[config.mk]
export PLATFORM = sky130hd
export DESIGN_NAME = evs_top
export DESIGN_NICKNAME = d
export VERILOG_FILES = /design/src/rtl/evs_pkg.sv /design/src/rtl/evs_alu.sv /design/src/rtl/evs_regfile.sv /design/src/rtl/evs_top.sv
export SDC_FILE = /design/constraint.sdc
export NUM_CORES = 1
export LEC_CHECK = 0
export ABC_AREA = 1
export BUFFER_PORTS_ARGS = -buffer_cell sky130_fd_sc_hd__clkbuf_2
export CORE_MARGIN = 1
export CORE_UTILIZATION = 25
export CTS_CLUSTER_DIAMETER = 200
export CTS_CLUSTER_SIZE = 10
export DETAILED_ROUTE_END_ITERATION = 16
export GPL_ROUTABILITY_DRIVEN = 0
export GPL_TIMING_DRIVEN = 0
export HOLD_SLACK_MARGIN = 0.15
export RECOVER_POWER = 100
export SETUP_SLACK_MARGIN = 0.4
export SLEW_MARGIN = 20
export SYNTH_ARGS = -nofsm -noshare
export SYNTH_HDL_FRONTEND = slang
export SYNTH_HIERARCHICAL = 1
export SYNTH_SLANG_ARGS = --single-unit
[constraint.sdc]
create_clock -name clk -period 11.1 [get_ports clk]
set_input_delay 0.555 -clock clk [delete_from_list [all_inputs] [get_ports clk]]
set_output_delay 0.555 -clock clk [all_outputs]
set_load 0.01 [all_outputs]
[src/rtl/evs_pkg.sv]
package evs_pkg;

    typedef enum logic [2:0] {
        OP_NOP  = 3'd0,
        OP_PUSH = 3'd1,
        OP_POP  = 3'd2,
        OP_ADD  = 3'd3,
        OP_SUB  = 3'd4,
        OP_MUL  = 3'd5,
        OP_LOAD = 3'd6,
        OP_RSV  = 3'd7
    } op_e;

    typedef enum logic [2:0] {
        RF_HOLD,
        RF_PUSH,
        RF_POP,
        RF_BIN,
        RF_FILL,
        RF_REPL
    } rf_e;

    typedef enum logic [2:0] {
        S_IDLE,
        S_FILL_RD,
        S_FILL_CAP,
        S_EXEC,
        S_LD_CAP
    } st_e;

    // operand count each command consumes
    function automatic logic [1:0] need_of(op_e op);
        case (op)
            OP_POP, OP_LOAD:        need_of = 2'd1;
            OP_ADD, OP_SUB, OP_MUL: need_of = 2'd2;
            default:                need_of = 2'd0;
        endcase
    endfunction

endpackage

[src/rtl/evs_alu.sv]
module evs_alu
    import evs_pkg::*;
#(
    parameter int DW = 16
) (
    input  op_e           op,
    input  logic [DW-1:0] a,
    input  logic [DW-1:0] b,
    output logic [DW-1:0] y
);
    logic [2*DW-1:0] prod;

    assign prod = a * b;

    always_comb begin
        case (op)
            OP_ADD:  y = a + b;
            OP_SUB:  y = a - b;
            OP_MUL:  y = prod[DW-1:0];
            default: y = b;
        endcase
    end
endmodule

[src/rtl/evs_regfile.sv]
module evs_regfile
    import evs_pkg::*;
#(
    parameter int N  = 4,
    parameter int DW = 16,
    parameter int CW = $clog2(N+1)
) (
    input  logic          clk,
    input  logic          rst,
    input  rf_e           cmd,
    input  logic [DW-1:0] din,
    output logic [DW-1:0] top,
    output logic [DW-1:0] second,
    output logic [DW-1:0] bottom,
    output logic [CW-1:0] count
);
    logic [DW-1:0] ent [N];

    for (genvar i = 0; i < N; i++) begin : g_ent
        localparam int UP = (i > 0) ? i - 1 : 0;
        localparam int DN = (i < N - 1) ? i + 1 : i;
        always_ff @(posedge clk) begin
            if (rst) begin
                ent[i] <= '0;
            end else begin
                case (cmd)
                    RF_PUSH: ent[i] <= (i == 0) ? din : ent[UP];
                    RF_POP:  ent[i] <= (i == N - 1) ? '0 : ent[DN];
                    RF_BIN:  ent[i] <= (i == 0) ? din : ((i == N - 1) ? '0 : ent[DN]);
                    RF_FILL: if (count == CW'(i)) ent[i] <= din;
                    RF_REPL: if (i == 0) ent[i] <= din;
                    default: ;
                endcase
            end
        end
    end

    always_ff @(posedge clk) begin
        if (rst) begin
            count <= '0;
        end else begin
            case (cmd)
                RF_PUSH: if (count != CW'(N)) count <= count + 1'b1;
                RF_POP, RF_BIN: count <= count - 1'b1;
                RF_FILL: count <= count + 1'b1;
                default: ;
            endcase
        end
    end

    assign top    = ent[0];
    assign second = ent[1];
    assign bottom = ent[N-1];


    cnt_bound_chk: assert property (@(posedge clk) disable iff (rst)
        count <= CW'(N));


    fill_room_chk: assert property (@(posedge clk) disable iff (rst)
        (cmd == RF_FILL) |-> (count < CW'(N)));


    pop_nonempty_chk: assert property (@(posedge clk) disable iff (rst)
        (cmd == RF_POP || cmd == RF_BIN) |-> (count != '0));

endmodule

[src/rtl/evs_top.sv]
module evs_top
    import evs_pkg::*;
#(
    parameter int          N          = 4,
    parameter int          DW         = 16,
    parameter int          AW         = 8,
    parameter logic [7:0]  SPILL_BASE = 8'h80
) (
    input  logic          clk,
    input  logic          rst,
    input  logic          cmd_valid,
    input  logic [2:0]    cmd_op,
    input  logic [DW-1:0] cmd_data,
    output logic          cmd_ready,
    output logic [DW-1:0] tos,
    output logic          tos_valid,
    output logic          underflow_err,
    output logic          mem_req,
    output logic          mem_we,
    output logic [AW-1:0] mem_addr,
    output logic [DW-1:0] mem_wdata,
    input  logic [DW-1:0] mem_rdata
);
    localparam int CW = $clog2(N+1);
    localparam logic [AW-1:0] BASE = AW'(SPILL_BASE);

    st_e           st, st_n;
    op_e           cur_op, op_n, act_op;
    logic [AW-1:0] mcnt, mcnt_n;
    logic          err_n;
    logic          accept, short, exec_go;
    logic [1:0]    need;
    logic [AW:0]   total;
    rf_e           rf_cmd;
    logic [DW-1:0] rf_din, rf_top, rf_second, rf_bottom, alu_y;
    logic [CW-1:0] rcount;

    evs_regfile #(.N(N), .DW(DW), .CW(CW)) u_rf (
        .clk(clk), .rst(rst), .cmd(rf_cmd), .din(rf_din),
        .top(rf_top), .second(rf_second), .bottom(rf_bottom), .count(rcount)
    );

    evs_alu #(.DW(DW)) u_alu (
        .op(act_op), .a(rf_second), .b(rf_top), .y(alu_y)
    );

    assign cmd_ready = (st == S_IDLE);
    assign accept    = cmd_valid && cmd_ready;
    assign act_op    = (st == S_IDLE) ? op_e'(cmd_op) : cur_op;
    assign need      = need_of(act_op);
    assign total     = {1'b0, mcnt} + (AW+1)'(rcount);
    assign short     = total < (AW+1)'(need);
    assign tos       = (rcount != '0) ? rf_top : '0;
    assign tos_valid = (rcount != '0);

    always_comb begin
        st_n      = st;
        op_n      = cur_op;
        mcnt_n    = mcnt;
        err_n     = underflow_err;
        rf_cmd    = RF_HOLD;
        rf_din    = alu_y;
        mem_req   = 1'b0;
        mem_we    = 1'b0;
        mem_addr  = '0;
        mem_wdata = rf_bottom;
        exec_go   = 1'b0;
        case (st)
            S_IDLE: begin
                if (accept) begin
                    if (short) begin
                        err_n = 1'b1;
                    end else if (act_op == OP_PUSH) begin
                        rf_cmd = RF_PUSH;
                        rf_din = cmd_data;
                        if (rcount == CW'(N)) begin
                            mem_req  = 1'b1;
                            mem_we   = 1'b1;
                            mem_addr = BASE + mcnt;
                            mcnt_n   = mcnt + 1'b1;
                        end
                    end else if (rcount < CW'(need)) begin
                        op_n = act_op;
                        st_n = S_FILL_RD;
                    end else begin
                        exec_go = 1'b1;
                    end
                end
            end
            S_FILL_RD: begin
                mem_req  = 1'b1;
                mem_addr = BASE + mcnt - 1'b1;
                mcnt_n   = mcnt - 1'b1;
                st_n     = S_FILL_CAP;
            end
            S_FILL_CAP: begin
                rf_cmd = RF_FILL;
                rf_din = mem_rdata;
                st_n   = ((rcount + 1'b1) < CW'(need)) ? S_FILL_RD : S_EXEC;
            end
            S_EXEC: begin
                exec_go = 1'b1;
                st_n    = S_IDLE;
            end
            S_LD_CAP: begin
                rf_cmd = RF_REPL;
                rf_din = mem_rdata;
                st_n   = S_IDLE;
            end
            default: st_n = S_IDLE;
        endcase
        if (exec_go) begin
            case (act_op)
                OP_POP: rf_cmd = RF_POP;
                OP_ADD, OP_SUB, OP_MUL: rf_cmd = RF_BIN;
                OP_LOAD: begin
                    mem_req  = 1'b1;
                    mem_addr = rf_top[AW-1:0];
                    st_n     = S_LD_CAP;
                end
                default: ;
            endcase
        end
    end

    always_ff @(posedge clk) begin
        if (rst) begin
            st            <= S_IDLE;
            cur_op        <= OP_NOP;
            mcnt          <= '0;
            underflow_err <= 1'b0;
        end else begin
            st            <= st_n;
            cur_op        <= op_n;
            mcnt          <= mcnt_n;
            underflow_err <= err_n;
        end
    end


    push_top_chk: assert property (@(posedge clk) disable iff (rst)
        (accept && act_op == OP_PUSH) |=> (tos == $past(cmd_data)));


    add_result_chk: assert property (@(posedge clk) disable iff (rst)
        (accept && act_op == OP_ADD && rcount >= CW'(2))
        |=> (tos == $past(DW'(rf_second + rf_top))));


    spill_write_chk: assert property (@(posedge clk) disable iff (rst)
        (accept && act_op == OP_PUSH && rcount == CW'(N))
        |-> (mem_req && mem_we && mem_wdata == rf_bottom && mem_addr == BASE + mcnt));


    write_only_spill_chk: assert property (@(posedge clk) disable iff (rst)
        mem_we |-> (accept && act_op == OP_PUSH && rcount == CW'(N)));


    err_sticky_chk: assert property (@(posedge clk) disable iff (rst)
        underflow_err |=> underflow_err);


    underflow_hold_chk: assert property (@(posedge clk) disable iff (rst)
        (accept && short && act_op != OP_PUSH)
        |=> (rcount == $past(rcount) && rf_top == $past(rf_top) && mcnt == $past(mcnt)));


    fill_stall_chk: assert property (@(posedge clk) disable iff (rst)
        (st == S_FILL_RD) |-> (!cmd_ready && mem_req && !mem_we && mcnt != '0));

endmodule

=== After elaboration in Yosys (flattened, before gate mapping) ===
Memories as Yosys holds them, arrays and structs flattened.
Index checks and enable logic that the tools add are counted.

* Flip-flop bits (word level): 18
* Bits in latches: 0
* RAM bits: 64
* ROM bits: 0
* Input port bits: 38
* Word-level logic and storage cells: 173
* Memories kept: 1

* $add $sub $neg: 9
* Multiply operators: 1
* Divide/modulo/power cells: 0
* $lt $le $gt $ge: 3
* Equality and inequality tests: 25
* Shift operators: 0
* Muxes and demuxes: 96
* Bitwise operators: 19
* Reductions and logical operators: 14

{| class="wikitable"
|+ Memory list
! name !! depth !! width !! rd ports !! clocked after memory_dff !! write ports !! RTL line !! RTL
|-
| u_rf.ent || 4 || 16 || 4 || 0 || 4 || evs_regfile.sv:17 || <nowiki>logic [DW-1:0] ent [N];</nowiki>
|}

{| class="wikitable"
|+ Operator list
! kind !! number
|-
| 16-bit 2-to-1 mux || 21
|-
| 8-bit 2-to-1 mux || 10
|-
| 16-bit one-hot mux with 3 select lines || 1
|-
| 1-bit 2-to-1 mux || 44
|-
| 16-bit one-hot mux with 2 select lines || 1
|-
| 8-bit one-hot mux with 2 select lines || 2
|-
| 3-bit 2-to-1 mux || 9
|-
| 3-bit one-hot mux with 3 select lines || 3
|-
| 3-bit by 2-bit == test with 1-bit output (second input constant) || 8
|-
| 3-bit == test (second input constant) || 7
|-
| 1-bit bitwise OR || 17
|-
| 16-bit adder || 1
|-
| 16-bit by 16-bit multiplier with 16-bit output || 1
|-
| 16-bit subtractor || 1
|-
| 8-bit by 1-bit subtractor with 8-bit output (second input constant) || 2
|-
| 3-bit by 1-bit == test with 1-bit output (second input constant) || 4
|-
| 5-bit AND reduction || 2
|-
| 8-bit by 3-bit adder with 9-bit output || 1
|-
| 9-bit by 2-bit < comparator with 1-bit output || 1
|-
| 8-bit by 1-bit adder with 8-bit output (second input constant) || 1
|-
| 8-bit adder (first input constant) || 1
|-
| 2-bit by 1-bit inequality test with 1-bit output (second input constant) || 4
|-
| 3-bit logical NOT || 2
|-
| 3-bit by 2-bit < comparator with 1-bit output || 2
|-
| other kinds (16) || 21
|}

=== Logic depth before layout (Yosys ltp) ===
* Depth in word-level cells: 21
* Gate-level depth with buffers: 37
* Mapped depth without buffers: 36

=== Cells and area by module ===
The synthesis kept the hierarchy.

{| class="wikitable"
|+ Modules (own cells, without submodules)
! module !! times used !! cells an instance !! area each (µm²) !! sequential area each (µm²)
|-
| evs_alu || 1 || 918 || 5,790.6 || 0.0
|-
| evs_regfile || 1 || 450 || 3,728.6 || 1,981.9
|-
| evs_top || 1 || 400 || 2,284.7 || 300.3
|}

=== Worst setup path after synthesis ===
OpenSTA, ideal clock, no wires.

* Path type: register to register
* From: memory u_rf.ent[0][6]
* To: memory u_rf.ent[2][15], in the netlist u_rf/ent[1][15], data pin
* Library setup time: 255 ps
* Arrival time: 5,749 ps
* Data required time: 10,845 ps
* Setup slack: 5,096 ps
* Cell stages (with the launch flop): 32
* Path buffers: 1
* Cells stage by stage: edfxtp_1 > clkbuf_1 > nand2_1 > inv_1 > fa_1 > inv_1 > fa_1 > fa_1 > fa_1 > inv_1 > fa_1 > inv_1 > fa_1 > inv_1 > ha_1 > nand2_1 > nor3_1 > nand3_1 > nand3_1 > nand2_1 > nand2_1 > nand2_1 > nand2_1 > nand3_1 > nand3_1 > nand3_1 > inv_1 > a21oi_2 > o21ai_1 > nand3_1 > o21ai_0 > nor2_1

{| class="wikitable"
|+ RTL lines
! what !! RTL line
|-
| start: declaration || evs_regfile.sv:17
|}

==> results.ini <==
[status]
outcome = completed

[routing]
first_pass_iters = 5
routed_wl_um = 39110
via_count = 11647
ant_nets = 0
detail_route.wl_per_cell_um = 15.82
post-route-drc-count = 0
drtIter0Drc = 1017
viasPerCell = 4.710

[global_route]
grtUsageTotal_pct = 16.42
first_global_vias = 11363
grt_max_degree = 17
grt_antenna_before_repair = 0
overflow = 0
grt_pass1_wl_um = 61280

[critical_path]
critPathSlowestCell = clkbuf_1
rrSetupSlack_ns = 3.28
cp_max_fo = 10
crit_type = flop to flop
crit_family = adder cells
cp_slowest_stage_delay_ns = 0.66
worstPathArrival_ns = 7.92
cp_num_buf_inv = 6
cp.required_ns = 11.20
cp-end-kind = flop
worstSetupStartpointType = flop

[clock_network]
cts_resized = 0
post-cts-setup-buffer-count = 0
cts_sinks = 82
cts-root-buf = clkbuf_16
insertion_delay_ns = 0.35
clockBufferDepth = 2
cts_made_buffers = 9
cts_max_level = 3
cts.clk_slew.worst_paths_ns = 0.07
postCtsHoldBufs = 0
cts_tree = done

[logic_synthesis]
synth_nets = 1976
avgSynthCellArea_um2 = 6.676
async_reset_ff_share_pct = 0
synth_ff_type = edfxtp_1
ys_seq_area_share_pct = 19.33
synth-edff-count = 64
ys_ff_latch = 82
yosysTopAreaCellShare_pct = 17.01
syn_area_um2 = 11800
synth_top_cell_by_area = nand2_1
synthCells = 1768
ys_warn_count = 6
synthTopCellsByArea = nand2_1 (17%), edfxtp_1 (16%), fa_1 (14%)
yosys.cell_types.count = 51

[final_layout]
fill_cells = 5167
final_nets = 2069
diodes = 0
layout-drive-gt1-share_pct = 7.235
syn2layout_area_growth_pct = 10.98

[timing]
slew_violations = 0
relSlewSlack_pct = 41.94
timing.fmax_ghz = 0.1279
hold_viol = 0
skew_ns = 0.009003
grt_setup_unrepaired = no
fin_crit_sh_pct = 70.46
layout_min_cycle_time_ns = 7.821
setup_viol = 0
worst_pin_slew_ns = 0.8683
tns_ns = 0

[flow_run]
max_cap_viol_count = 0

[floorplan]
die_x_um = 219.3
start_util_pct = 25.35
ios = 83
rows = 79
core-area_um2 = 46560
die_h_um = 219.3
die_area_um2 = 48090

[min_path]
worstHoldPathType = flop to flop

[placement]
io_buffers = 82
dp_hpwl_um = 31370

==> metrics by stage <==
step / hold slack (ns) / cells / util, % / setup slack, ns / cell area, µm²
finish: 0.4631 / 2473 / 28.14 / 3.279 / 13100
floorplan: 0.4332 / 1768 / - / 5.096 / 11800
detailed placement: 0.4548 / 2457 / 27.87 / 3.692 / 12970
global placement: 0.4534 / 2457 / 27.87 / 3.817 / 12970
CTS: 0.4696 / 2473 / 28.53 / 3.657 / 13280
global route: 0.5087 / 2473 / 28.14 / 2.948 / 13100
==> Yosys cell counts, drive strengths merged, types with 4 or more instances <==
cell and instances:
nand3 118, o221ai 5, clkbuf 21, edfxtp 64
nand4 25, xor2 17, xnor2 9, o21ai 94
nor3 16, inv 375, ha 87, nand3b 8
or2 4, fa 83, a21oi 68, nor2 128
dfxtp 18, nand2 550, buf 52, o211ai 4
==> state kept, by name, indices dropped and copies added, names as in the netlist <==
signal         cells
mcnt               8
cur_op             3
u_rf/count         3
u_rf/ent          64
underflow_err      1
st                 3
==> metal layers <==
metal / up-vias / global-route usage [%] / part of all wire (%)
li1: 5649 / - / -
met1: 5505 / 20.47 / 41
met2: 424 / 28.64 / 49
met3: 69 / 2.079 / 6.5
met4: 0 / 6.181 / 3.2
met5: - / 0 / 0
==> kinds of logic (layout without fill, tap and decap cells) <==
group                      count (synthesis)  in the layout  share of synthesized area [%]
DFF                                       82             82                          19.33
adders and majority gates                170            170                          23.30
xor gates and xnor gates                  26             26                          1.929
and+or+nand+nor                          852            852                          30.86
AOI/OAI and AO/OA                        188            188                          8.989
buffers and inverters                    450            548                          15.59
==> area by class of cell <==
class	count	area (µm²)	area share, %
well taps	607	759.5	5.797
plain buffers	73	380.4	2.904
inverters	377	1415	10.80
multi-input cells	1236	7587	57.92
flip-flops and latches	82	2282	17.42
clock inverters	7	81.33	0.6208
repair buffers	82	369.1	2.818
clock buffers	9	225.2	1.719
==> worst paths after layout <==
kind,startpoint,endpoint,cells past startpoint
max,u_rf/ent[0][3]$_DFFE_PP_,u_rf/ent[1][15]$_SDFFCE_PN0P_,30
min,underflow_err$_SDFFE_PP0P_,underflow_err$_SDFFE_PP0P_,1
max reg2reg,u_rf/ent[0][3]$_DFFE_PP_,u_rf/ent[1][15]$_SDFFCE_PN0P_,30
min reg2reg,underflow_err$_SDFFE_PP0P_,underflow_err$_SDFFE_PP0P_,1
==> layout by cell type (no fill, tap or decap), types with 3 or more instances in the layout <==
cell type | netlist | final
nand2_1 | 535 | 543
inv_1 | 365 | 369
nor2_1 | 121 | 124
nand3_1 | 114 | 115
ha_1 | 87 | 87
fa_1 | 83 | 83
o21ai_0 | 60 | 72
clkbuf_1 | 19 | 66
a21oi_1 | 58 | 65
edfxtp_1 | 64 | 64
clkbuf_2 | 2 | 51
nand4_1 | 24 | 25
o21ai_1 | 33 | 21
dfxtp_1 | 18 | 18
buf_2 | 23 | 17
xor2_1 | 17 | 17
nor3_1 | 10 | 11
buf_4 | 22 | 10
xnor2_1 | 9 | 9
clkbuf_16 | 0 | 9
nand3b_1 | 8 | 8
nand2_2 | 13 | 7
clkbuf_4 | 0 | 6
inv_2 | 10 | 5
o221ai_1 | 5 | 5
o211ai_1 | 4 | 4
a31oi_1 | 3 | 3
nor3_4 | 3 | 3
buf_6 | 5 | 3
a21oi_2 | 10 | 3
inv_6 | 0 | 3
nor2_2 | 5 | 3
clkinv_1 | 2 | 3
o31ai_1 | 3 | 3
Power is left out: the tool's default activity adds up to more than one toggle a clock period on the data nets, which glitch-free logic cannot reach.
